$ cat config.mk
export PLATFORM = sky130hd
export DESIGN_NAME = sm3_tt2_unit
export DESIGN_NICKNAME = d
export VERILOG_FILES = /design/src/rtl/sm3_tt2_pkg.sv /design/src/rtl/sm3_tt2_rst_sync.sv /design/src/rtl/sm3_tt2_decode.sv /design/src/rtl/sm3_tt2_core.sv /design/src/rtl/sm3_tt2_stage.sv /design/src/rtl/sm3_tt2_unit.sv
export SDC_FILE = /design/constraint.sdc
export NUM_CORES = 1
export LEC_CHECK = 0
export ABC_AREA = 0
export BUFFER_PORTS_ARGS = -buffer_cell sky130_fd_sc_hd__buf_2
export CORE_AREA = 2 2 224 226
export DETAILED_ROUTE_END_ITERATION = 8
export DIE_AREA = 0 0 226 228
export GPL_ROUTABILITY_DRIVEN = 0
export PLACE_DENSITY = 0.41
export SLEW_MARGIN = 25
export SYNTH_ARGS = -nofsm -noshare
export SYNTH_HDL_FRONTEND = slang
export SYNTH_SLANG_ARGS = --single-unit
$ cat constraint.sdc
create_clock -name clk -period 6.4 [get_ports clk]
set_clock_uncertainty 0.2 [all_clocks]
set_input_delay 1.28 -clock clk [delete_from_list [all_inputs] [get_ports clk]]
set_output_delay 1.28 -clock clk [all_outputs]
set_load 0.05 [all_outputs]
$ cat src/rtl/sm3_tt2_pkg.sv
package sm3_tt2_pkg;
  parameter int unsigned LANE_W    = 32;
  parameter int unsigned NUM_LANES = 4;
  parameter int unsigned IDX_W     = 5;
  parameter int unsigned INSN_W    = 32;

  localparam int unsigned VEC_W = LANE_W * NUM_LANES;
  localparam int unsigned SEL_W = $clog2(NUM_LANES);

  // fixed opcode fields
  localparam logic [10:0] OPC_HI  = 11'b11001110010;
  localparam logic [1:0]  OPC_MID = 2'b10;
  localparam logic [1:0]  OPC_LO  = 2'b11;

  typedef logic [LANE_W-1:0] lane_t;

  typedef struct packed {
    logic             legal;
    logic [IDX_W-1:0] rd;
    logic [IDX_W-1:0] rn;
    logic [IDX_W-1:0] rm;
    logic [SEL_W-1:0] sel;
  } dec_t;

  function automatic lane_t rotl(input lane_t x, input int unsigned s);
    return (x << s) | (x >> (LANE_W - s));
  endfunction
endpackage

$ cat src/rtl/sm3_tt2_rst_sync.sv
module sm3_tt2_rst_sync #(
  parameter int unsigned STAGES = 2
) (
  input  logic clk,
  input  logic rst_n,
  output logic srst_n
);
  logic [STAGES-1:0] chain_q;
  logic [STAGES-1:0] chain_d;

  always_comb begin
    chain_d = {chain_q[STAGES-2:0], 1'b1};
  end

  always_ff @(posedge clk or negedge rst_n) begin
    if (!rst_n) chain_q <= '0;
    else        chain_q <= chain_d;
  end

  assign srst_n = chain_q[STAGES-1];
endmodule

$ cat src/rtl/sm3_tt2_decode.sv
module sm3_tt2_decode
  import sm3_tt2_pkg::*;
(
  input  logic [INSN_W-1:0] insn,
  input  logic              feat_en,
  output dec_t              dec
);
  logic match_hi, match_mid, match_lo;

  always_comb begin
    match_hi  = (insn[31:21] == OPC_HI);
    match_mid = (insn[15:14] == OPC_MID);
    match_lo  = (insn[11:10] == OPC_LO);
    dec.legal = feat_en & match_hi & match_mid & match_lo;
    dec.rm    = insn[20:16];
    dec.sel   = insn[13:12];
    dec.rn    = insn[9:5];
    dec.rd    = insn[4:0];
  end
endmodule

$ cat src/rtl/sm3_tt2_core.sv
module sm3_tt2_core
  import sm3_tt2_pkg::*;
#(
  parameter int unsigned ROT_A = 9,
  parameter int unsigned ROT_B = 17,
  parameter int unsigned ROT_S = 19
) (
  input  logic [VEC_W-1:0] acc_vec,
  input  logic [VEC_W-1:0] src_vec,
  input  logic [VEC_W-1:0] sel_vec,
  input  logic [SEL_W-1:0] sel,
  output logic [VEC_W-1:0] result
);
  localparam int unsigned TOP = NUM_LANES - 1;

  lane_t acc_l [NUM_LANES];
  lane_t src_l [NUM_LANES];
  lane_t sel_l [NUM_LANES];

  for (genvar g = 0; g < NUM_LANES; g++) begin : g_unpack
    assign acc_l[g] = acc_vec[g*LANE_W +: LANE_W];
    assign src_l[g] = src_vec[g*LANE_W +: LANE_W];
    assign sel_l[g] = sel_vec[g*LANE_W +: LANE_W];
  end

  lane_t chosen, summed, mixed;

  always_comb begin
    chosen = (acc_l[TOP] & acc_l[TOP-1]) | (~acc_l[TOP] & acc_l[TOP-2]);
    summed = chosen + acc_l[0] + src_l[TOP] + sel_l[sel];
    mixed  = summed ^ rotl(summed, ROT_A) ^ rotl(summed, ROT_B);
    result = {mixed, acc_l[TOP], rotl(acc_l[TOP-1], ROT_S), acc_l[TOP-2]};
  end
endmodule

$ cat src/rtl/sm3_tt2_stage.sv
module sm3_tt2_stage
  import sm3_tt2_pkg::*;
(
  input  logic             clk,
  input  logic             srst_n,
  input  logic             in_valid,
  output logic             in_ready,
  input  logic             legal,
  input  logic [VEC_W-1:0] result,
  input  logic [IDX_W-1:0] rd,
  output logic             out_valid,
  output logic             out_illegal,
  input  logic             out_ready,
  output logic [VEC_W-1:0] out_result,
  output logic [IDX_W-1:0] out_rd
);
  logic             full_q, full_d;
  logic             legal_q, legal_d;
  logic [VEC_W-1:0] res_q, res_d;
  logic [IDX_W-1:0] rd_q, rd_d;
  logic             hold, accept, full_en;

  always_comb begin
    hold     = full_q & ~out_ready;
    in_ready = srst_n & ~hold;
    accept   = in_valid & in_ready;
    full_en  = accept | out_ready;
    full_d   = accept;
    legal_d  = legal;
    res_d    = legal ? result : '0;
    rd_d     = rd;
  end

  always_ff @(posedge clk or negedge srst_n) begin
    if (!srst_n) begin
      full_q  <= 1'b0;
      legal_q <= 1'b0;
      res_q   <= '0;
      rd_q    <= '0;
    end else begin
      if (full_en) full_q <= full_d;
      if (accept) begin
        legal_q <= legal_d;
        res_q   <= res_d;
        rd_q    <= rd_d;
      end
    end
  end

  assign out_valid   = full_q & legal_q;
  assign out_illegal = full_q & ~legal_q;
  assign out_result  = res_q;
  assign out_rd      = rd_q;
endmodule

$ cat src/rtl/sm3_tt2_unit.sv
module sm3_tt2_unit
  import sm3_tt2_pkg::*;
#(
  parameter int unsigned PIPELINE = 1
) (
  input  logic              clk,
  input  logic              rst_n,
  input  logic              feat_en,
  input  logic              in_valid,
  output logic              in_ready,
  input  logic [INSN_W-1:0] insn,
  output logic [IDX_W-1:0]  rd_idx,
  output logic [IDX_W-1:0]  rn_idx,
  output logic [IDX_W-1:0]  rm_idx,
  input  logic [VEC_W-1:0]  op_d,
  input  logic [VEC_W-1:0]  op_n,
  input  logic [VEC_W-1:0]  op_m,
  output logic              out_valid,
  output logic              out_illegal,
  input  logic              out_ready,
  output logic [VEC_W-1:0]  out_result,
  output logic [IDX_W-1:0]  out_rd
);
  logic             srst_n;
  dec_t             dec;
  logic [VEC_W-1:0] step_res;

  sm3_tt2_rst_sync #(.STAGES(2)) u_rst (
    .clk    (clk),
    .rst_n  (rst_n),
    .srst_n (srst_n)
  );

  sm3_tt2_decode u_dec (
    .insn    (insn),
    .feat_en (feat_en),
    .dec     (dec)
  );

  assign rd_idx = dec.rd;
  assign rn_idx = dec.rn;
  assign rm_idx = dec.rm;

  sm3_tt2_core u_core (
    .acc_vec (op_d),
    .src_vec (op_n),
    .sel_vec (op_m),
    .sel     (dec.sel),
    .result  (step_res)
  );

  if (PIPELINE != 0) begin : g_reg
    sm3_tt2_stage u_stage (
      .clk         (clk),
      .srst_n      (srst_n),
      .in_valid    (in_valid),
      .in_ready    (in_ready),
      .legal       (dec.legal),
      .result      (step_res),
      .rd          (dec.rd),
      .out_valid   (out_valid),
      .out_illegal (out_illegal),
      .out_ready   (out_ready),
      .out_result  (out_result),
      .out_rd      (out_rd)
    );
  end else begin : g_comb
    always_comb begin
      in_ready    = srst_n & out_ready;
      out_valid   = srst_n & in_valid & dec.legal;
      out_illegal = srst_n & in_valid & ~dec.legal;
      out_result  = dec.legal ? step_res : '0;
      out_rd      = dec.rd;
    end
  end
endmodule

==> results of run 1 <==
==> state kept, by name (all words and copies together), names as in the netlist <==
register / flops
g_reg.u_stage.out_result: 128
g_reg.u_stage.out_rd: 5
u_rst.chain_q: 2
g_reg.u_stage.full_q: 1
g_reg.u_stage.legal_q: 1
==> metrics by stage <==
stage | area [sq um] | instances | power (mW) | worst slack (ns) | util [%]
after floorplan | 10300 | 920 | 3.23 | 0.578 | -
after global placement | 13300 | 2009 | 4.22 | 0.376 | 27.0
after detailed placement | 13300 | 2009 | 4.21 | 0.368 | 27.0
after CTS | 13900 | 2041 | 5.34 | 0.865 | 28.2
after global routing | 13900 | 2042 | 5.60 | 0.589 | 28.2
final | 13900 | 2042 | 5.22 | 0.867 | 28.2
==> area by class of cell <==
type | instances | area share, %
clock buffer | 18 | 3.08
antenna | 1 | 0.0180
timing repair buffer | 477 | 17.8
inverter | 154 | 4.15
tap | 672 | 6.04
multi-input combinational | 569 | 42.9
sequential | 137 | 24.6
clock inverter | 14 | 1.33
==> report_power, final <==
group          internal, mW  switching, mW
sequential            0.873        0.00848
combinational          1.48           1.77
clock                 0.622          0.456
total                  2.98           2.24
==> cell families (layout without fill, tap and decap cells) <==
group / count (synthesis) / count (layout) / share of synthesized area (%)
compound gates: 230 / 230 / 18.2
buf+inv: 214 / 663 / 8.53
flops: 137 / 137 / 33.4
fa+ha+maj: 93 / 93 / 15.9
simple gates: 93 / 93 / 5.20
xor+xnor: 82 / 82 / 7.98
mux: 70 / 70 / 10.8
other cells: 1 / 2 / 0.0365
==> per-layer routing <==
layer / part of all wire (%) / vias up / track usage [%]
met5: 0.075 / - / 0
met4: 1.6 / 6 / 4.12
met3: 7.3 / 41 / 4.78
met2: 50 / 294 / 25.9
met1: 41 / 4374 / 18.0
li1: - / 4091 / -
==> Yosys cell counts, drive strengths merged (19+ instances only) <==
cell type and count:
a22o 127, mux4 32, ha 31, clkbuf 41, dfrtp 137, a21oi 32, fa 62, nand2 21
xnor2 57, mux2i 31, buf 19, inv 154, xor2 19
==> worst paths after layout <==
| kind | start | end | slack, ns |
|---|---|---|---|
| max | insn[12] | g_reg.u_stage.out_result[127] | 0.87 |
| min in group clk | u_rst.chain_q[0] | u_rst.chain_q[1] | 0.16 |
| max in group asynchronous | u_rst.chain_q[1] | g_reg.u_stage.out_result[58] | 4.03 |
| min reg2reg | u_rst.chain_q[1] | g_reg.u_stage.out_result[21] | 0.12 |
| min | u_rst.chain_q[1] | g_reg.u_stage.out_result[21] | 0.12 |
| max reg2reg | u_rst.chain_q[1] | g_reg.u_stage.out_result[127] | 3.45 |
==> flow_metrics.py, run 1 <==
metrics = {
    "run": {
        "drv_cap": 0,
    },
    "clock_network": {
        "ctsResizeCount": 0,
        "clk_latency_ns": 0.47,
        "cts_max_path_buffers": 2,
        "ctsHoldBuffers": 0,
        "post_cts_buffers": 0,
        "htree_levels": 4,
        "cts_buffers": 17,
        "cts.reportedPaths.clkPinSlew_ns": 0.07,
        "cts_tree": "yes",
        "cts_sinks": 137,
        "cts_root_buffer": "clkbuf_16",
    },
    "layout": {
        "layout_commonest_cell": "buf_2",
        "multiInputGateArea_sq_um": 5980,
        "final_nets": 1870,
        "final_cell_mix": "buf_2, inv_1, dfrtp_1",
        "layout-drive-gt1-share_pct": 41.7,
        "syn2layout_area_growth_pct": 35.6,
        "fill_cells": 5289,
        "regArea_sq_um": 3430,
    },
    "detailed_routing": {
        "wl_um": 38800,
        "wire_per_inst_um": 19.0,
        "drt_iter0_drc": 413,
        "post-route-drc-count": 0,
        "drt-pass1-iter-count": 4,
        "vias": 8806,
        "antenna_left": 0,
        "routed_via_density": 4.31,
    },
    "floorplanning": {
        "core_sq_um": 49300,
        "dieArea_sq_um": 51500,
        "die_w_um": 226,
        "ios": 572,
        "num_rows": 82,
        "start_util_pct": 20.8,
        "die_y_um": 228,
    },
    "grt": {
        "grt_overflow_total": 0,
        "grt_max_degree": 130,
        "grt_pass1_vias": 9283,
        "antenna_found_initial": 4,
        "grt_first_pass_wirelength_um": 57200,
        "grt_use_total_pct": 15.1,
    },
    "logic_synthesis": {
        "synth_warnings": 0,
        "synth_nets": 1434,
        "synthCells": 920,
        "synthArstFlopShare_pct": 100,
        "postSynthAreaPerCell_sq_um": 11.2,
        "syn-cell-area_sq_um": 10300,
        "ys_ff_latch": 137,
        "synth_edf_count": 0,
        "synth_cell_types": 72,
        "synth-seq-area-share_pct": 33.4,
        "synth.top_cell.area_share_pct": 33.4,
        "ys.flop_type": "dfrtp_1",
        "yosysTopAreaCell": "dfrtp_1",
        "ys_top_cells_by_area": "dfrtp_1, fa_1, a22o_1, mux4_2, inv_1",
    },
    "worst_setup_path": {
        "critical_path.top_delay_family": "compound AO/OA/AOI/OAI gates",
        "crit_arrival_ns": 5.68,
        "crit_slowest_cell": "mux4_2",
        "r2r_cells": 5,
        "path_depth": 13,
        "start_kind": "input pin",
        "max_stage_delay_ns": 0.56,
        "worstPathMaxFanout": 11,
        "critical_path.cell_chain": "buf_2, buf_12, mux4_2, fa_1, ha_1, and3_1, a31oi_1, nand2_1, a31oi_1, o211ai_1, and3_1, or3_1, a32o_1",
        "critical_path_required_ns": 6.55,
        "path_buf_inv": 2,
        "cp-end-kind": "register",
        "criticalPathCategory": "in -> reg",
    },
    "timing": {
        "tightest_slew_ns": 0.837,
        "rsz0062_at_grt": "no",
        "setup_tns_ns": 0,
        "max_slew_margin_pct": 43.7,
        "min_period_over_period_pct": 86.5,
        "hold_violations": 0,
        "slew_violations": 0,
        "setup_viol": 0,
        "fin_crit_ns": 5.53,
        "fmax_mhz": 181,
        "fin_hold_ws_ns": 0.121,
    },
    "power_and_ir_drop": {
        "power_leakage_nw": 7.47,
        "p_per_area_nw_per_um2": 374,
        "ir_drop_v": 0.000233,
    },
    "place": {
        "io_buffer_count": 455,
        "hpwl_um": 31900,
    },
    "outcome": {
        "outcome": "finished clean",
    },
    "worst_hold_path": {
        "hold_path_class": "reg -> async",
    },
}
No activity file was read; power rests on OpenSTA's default activity.
==> run 2, diff against run 1 <==
- GPL_TIMING_DRIVEN: not set -> 0
==> run 2 against run 1 <==
Net effect: first-iteration DRC count decreased by 19%; combinational power about the same; wire length increased by 12%; sequential power about the same; cell count increased by 2.5%; critical path depth increased by 3; non-clock buffer count increased by 51; critical path type unchanged; critical endpoint is now g_reg.u_stage.out_result[119]; via count increased by 2.9%; register-to-register slack got worse by 1.6 ns.
==> flow_metrics.py, run 2 (synthesis results as in run 1) <==
metrics = {
    "detailed_routing": {
        "vias": 9062,
        "wl_um": 43500,
        "drt_iter0_drc": 336,
        "wire_per_inst_um": 20.8,
        "drt-pass1-iter-count": 4,
        "post-route-drc-count": 0,
        "antenna_left": 0,
        "routed_via_density": 4.33,
    },
    "grt": {
        "grt_max_degree": 49,
        "grt_overflow_total": 0,
        "grt_pass1_vias": 9652,
        "grt_first_pass_wirelength_um": 63300,
        "grt_use_total_pct": 17.1,
        "antenna_found_initial": 4,
    },
    "power_and_ir_drop": {
        "p_sw_mw": 2.30,
        "power_leakage_nw": 7.57,
        "clockPowerShare_pct": 19.9,
        "seqPwrFrac_pct": 17.1,
        "combPwrFrac_pct": 63.0,
        "sw_frac_of_total_pct": 44.6,
        "ir_drop_v": 0.000233,
        "power.internal_mw": 2.85,
        "p_per_area_nw_per_um2": 364,
        "p_total_mw": 5.15,
    },
    "layout": {
        "stdcell_count": 2094,
        "syn2layout_area_growth_pct": 37.6,
        "layout_commonest_cell": "buf_2",
        "layout-drive-gt1-share_pct": 41.1,
        "final_cell_mix": "buf_2, inv_1, dfrtp_1",
        "largest_register_ffs": 128,
        "final_nets": 1921,
        "fin_area_sq_um": 14100,
    },
    "worst_setup_path": {
        "crit_arrival_ns": 6.09,
        "r2r-start": "u_rst.chain_q[1]",
        "r2r_cells": 8,
        "criticalPathCategory": "in -> reg",
        "reg2reg_slack_ns": 1.90,
        "critical_path_required_ns": 6.56,
        "worstPathMaxFanout": 10,
        "cp-end-kind": "register",
        "start_kind": "input pin",
        "r2r-end": "g_reg.u_stage.out_result[63]",
    },
    "timing": {
        "fmax_mhz": 169,
        "setup_viol": 0,
        "fin_crit_ns": 5.93,
        "max_slew_margin_pct": 37.5,
        "hold_violations": 0,
        "slew_violations": 0,
        "min_period_over_period_pct": 92.6,
        "tightest_slew_ns": 0.937,
        "rsz0062_at_grt": "no",
        "fin_hold_ws_ns": 0.0107,
    },
    "clock_network": {
        "clk_latency_ns": 0.47,
        "cts_root_buffer": "clkbuf_16",
        "cts.reportedPaths.clkPinSlew_ns": 0.06,
        "ctsHoldBuffers": 0,
        "cts_max_path_buffers": 2,
        "post_cts_buffers": 0,
        "cts_tree": "yes",
        "cts_buffers": 17,
        "cts_sinks": 137,
        "htree_levels": 4,
        "ctsResizeCount": 0,
    },
    "place": {
        "hpwl_um": 36700,
        "dpl-instance-area_sq_um": 13500,
        "io_buffer_count": 464,
        "place_inst": 2060,
    },
    "floorplanning": {
        "num_rows": 82,
        "core_sq_um": 49300,
        "start_util_pct": 20.8,
        "die_y_um": 228,
        "die_w_um": 226,
        "ios": 572,
        "dieArea_sq_um": 51500,
    },
    "outcome": {
        "outcome": "finished clean",
    },
    "worst_hold_path": {
        "hold_path_class": "reg -> async",
    },
    "run": {
        "drv_cap": 0,
    },
}
-- run 2: cell count changes in the layout (fill, tap and decap cells not counted), sizes merged --
cell      delta
clkbuf      +41
diode        +1
inv          -5
bufinv       -1
clkinvlp     +2
buf         +10
clkinv       +4
-- run 2: worst max path at each step --
| stage | start | end | slack, ns | cells past startpoint |
|---|---|---|---|---|
| 6_report | insn[13] | g_reg.u_stage.out_result[119] | 0.47 | 16 |
| 3_3_place_gp | u_rst.chain_q[1] | g_reg.u_stage.out_result[70] | -2.40 | 6 |
| 4_1_cts | insn[13] | g_reg.u_stage.out_result[119] | 0.39 | 16 |
| 5_1_grt | insn[13] | g_reg.u_stage.out_result[97] | 0.15 | 16 |
| 2_1_floorplan | u_rst.chain_q[1] | g_reg.u_stage.out_result[82] | 0.58 | 6 |
| 3_5_place_dp | insn[13] | g_reg.u_stage.out_result[119] | -0.10 | 16 |
-- run 2: through the flow --
stage / util [%] / TNS, ns / setup slack [ns]
floorplan: - / 0 / 0.578
global placement: 27.2 / -296.78 / -2.40
detailed placement: 27.5 / -0.397 / -0.103
CTS: 28.6 / 0 / 0.394
global route: 28.6 / 0 / 0.153
finish: 28.7 / 0 / 0.472
-- run 2: power by group through the flow --
stage	registers (mW)	logic, mW	clock network (mW)
floorplan	0.925	2.31	0
global placement	0.911	3.30	0
detailed placement	0.895	3.31	0
CTS	0.879	3.34	1.07
global route	0.880	3.60	1.09
finish	0.879	3.25	1.03
-- run 2: critical path, cell delays in order --
cell and delay [ns]:
buf_2 0.20, buf_1 0.70, mux4_2 0.35, inv_1 0.06, fa_1 0.57, inv_1 0.05
ha_1 0.33, nor2b_1 0.17, o31ai_1 0.43, a211oi_2 0.22, o21ba_2 0.27, o21bai_2 0.22
nand2_1 0.10, xnor2_1 0.39, xor3_1 0.53, a22o_1 0.21
-- run 2: area by class of cell --
cell class                      instances  area, sq um
Fill cell                            5270        35200
Timing Repair Buffer                  468         2420
Antenna cell                            2         5.00
Clock inverter                         14          148
Tap cell                              672          841
Buffer                                 60          304
Clock buffer                           18          439
Inverter                              154          578
Multi-Input combinational cell        569         5970
Sequential cell                       137         3430
-- run 2: metal layers --
metal	global-route usage [%]	vias to the layer above	part of all wire (%)
li1	-	4209	-
met1	21.2	4486	42
met2	29.0	318	50
met3	4.53	43	6.3
met4	4.88	6	1.8
met5	0	-	0.087
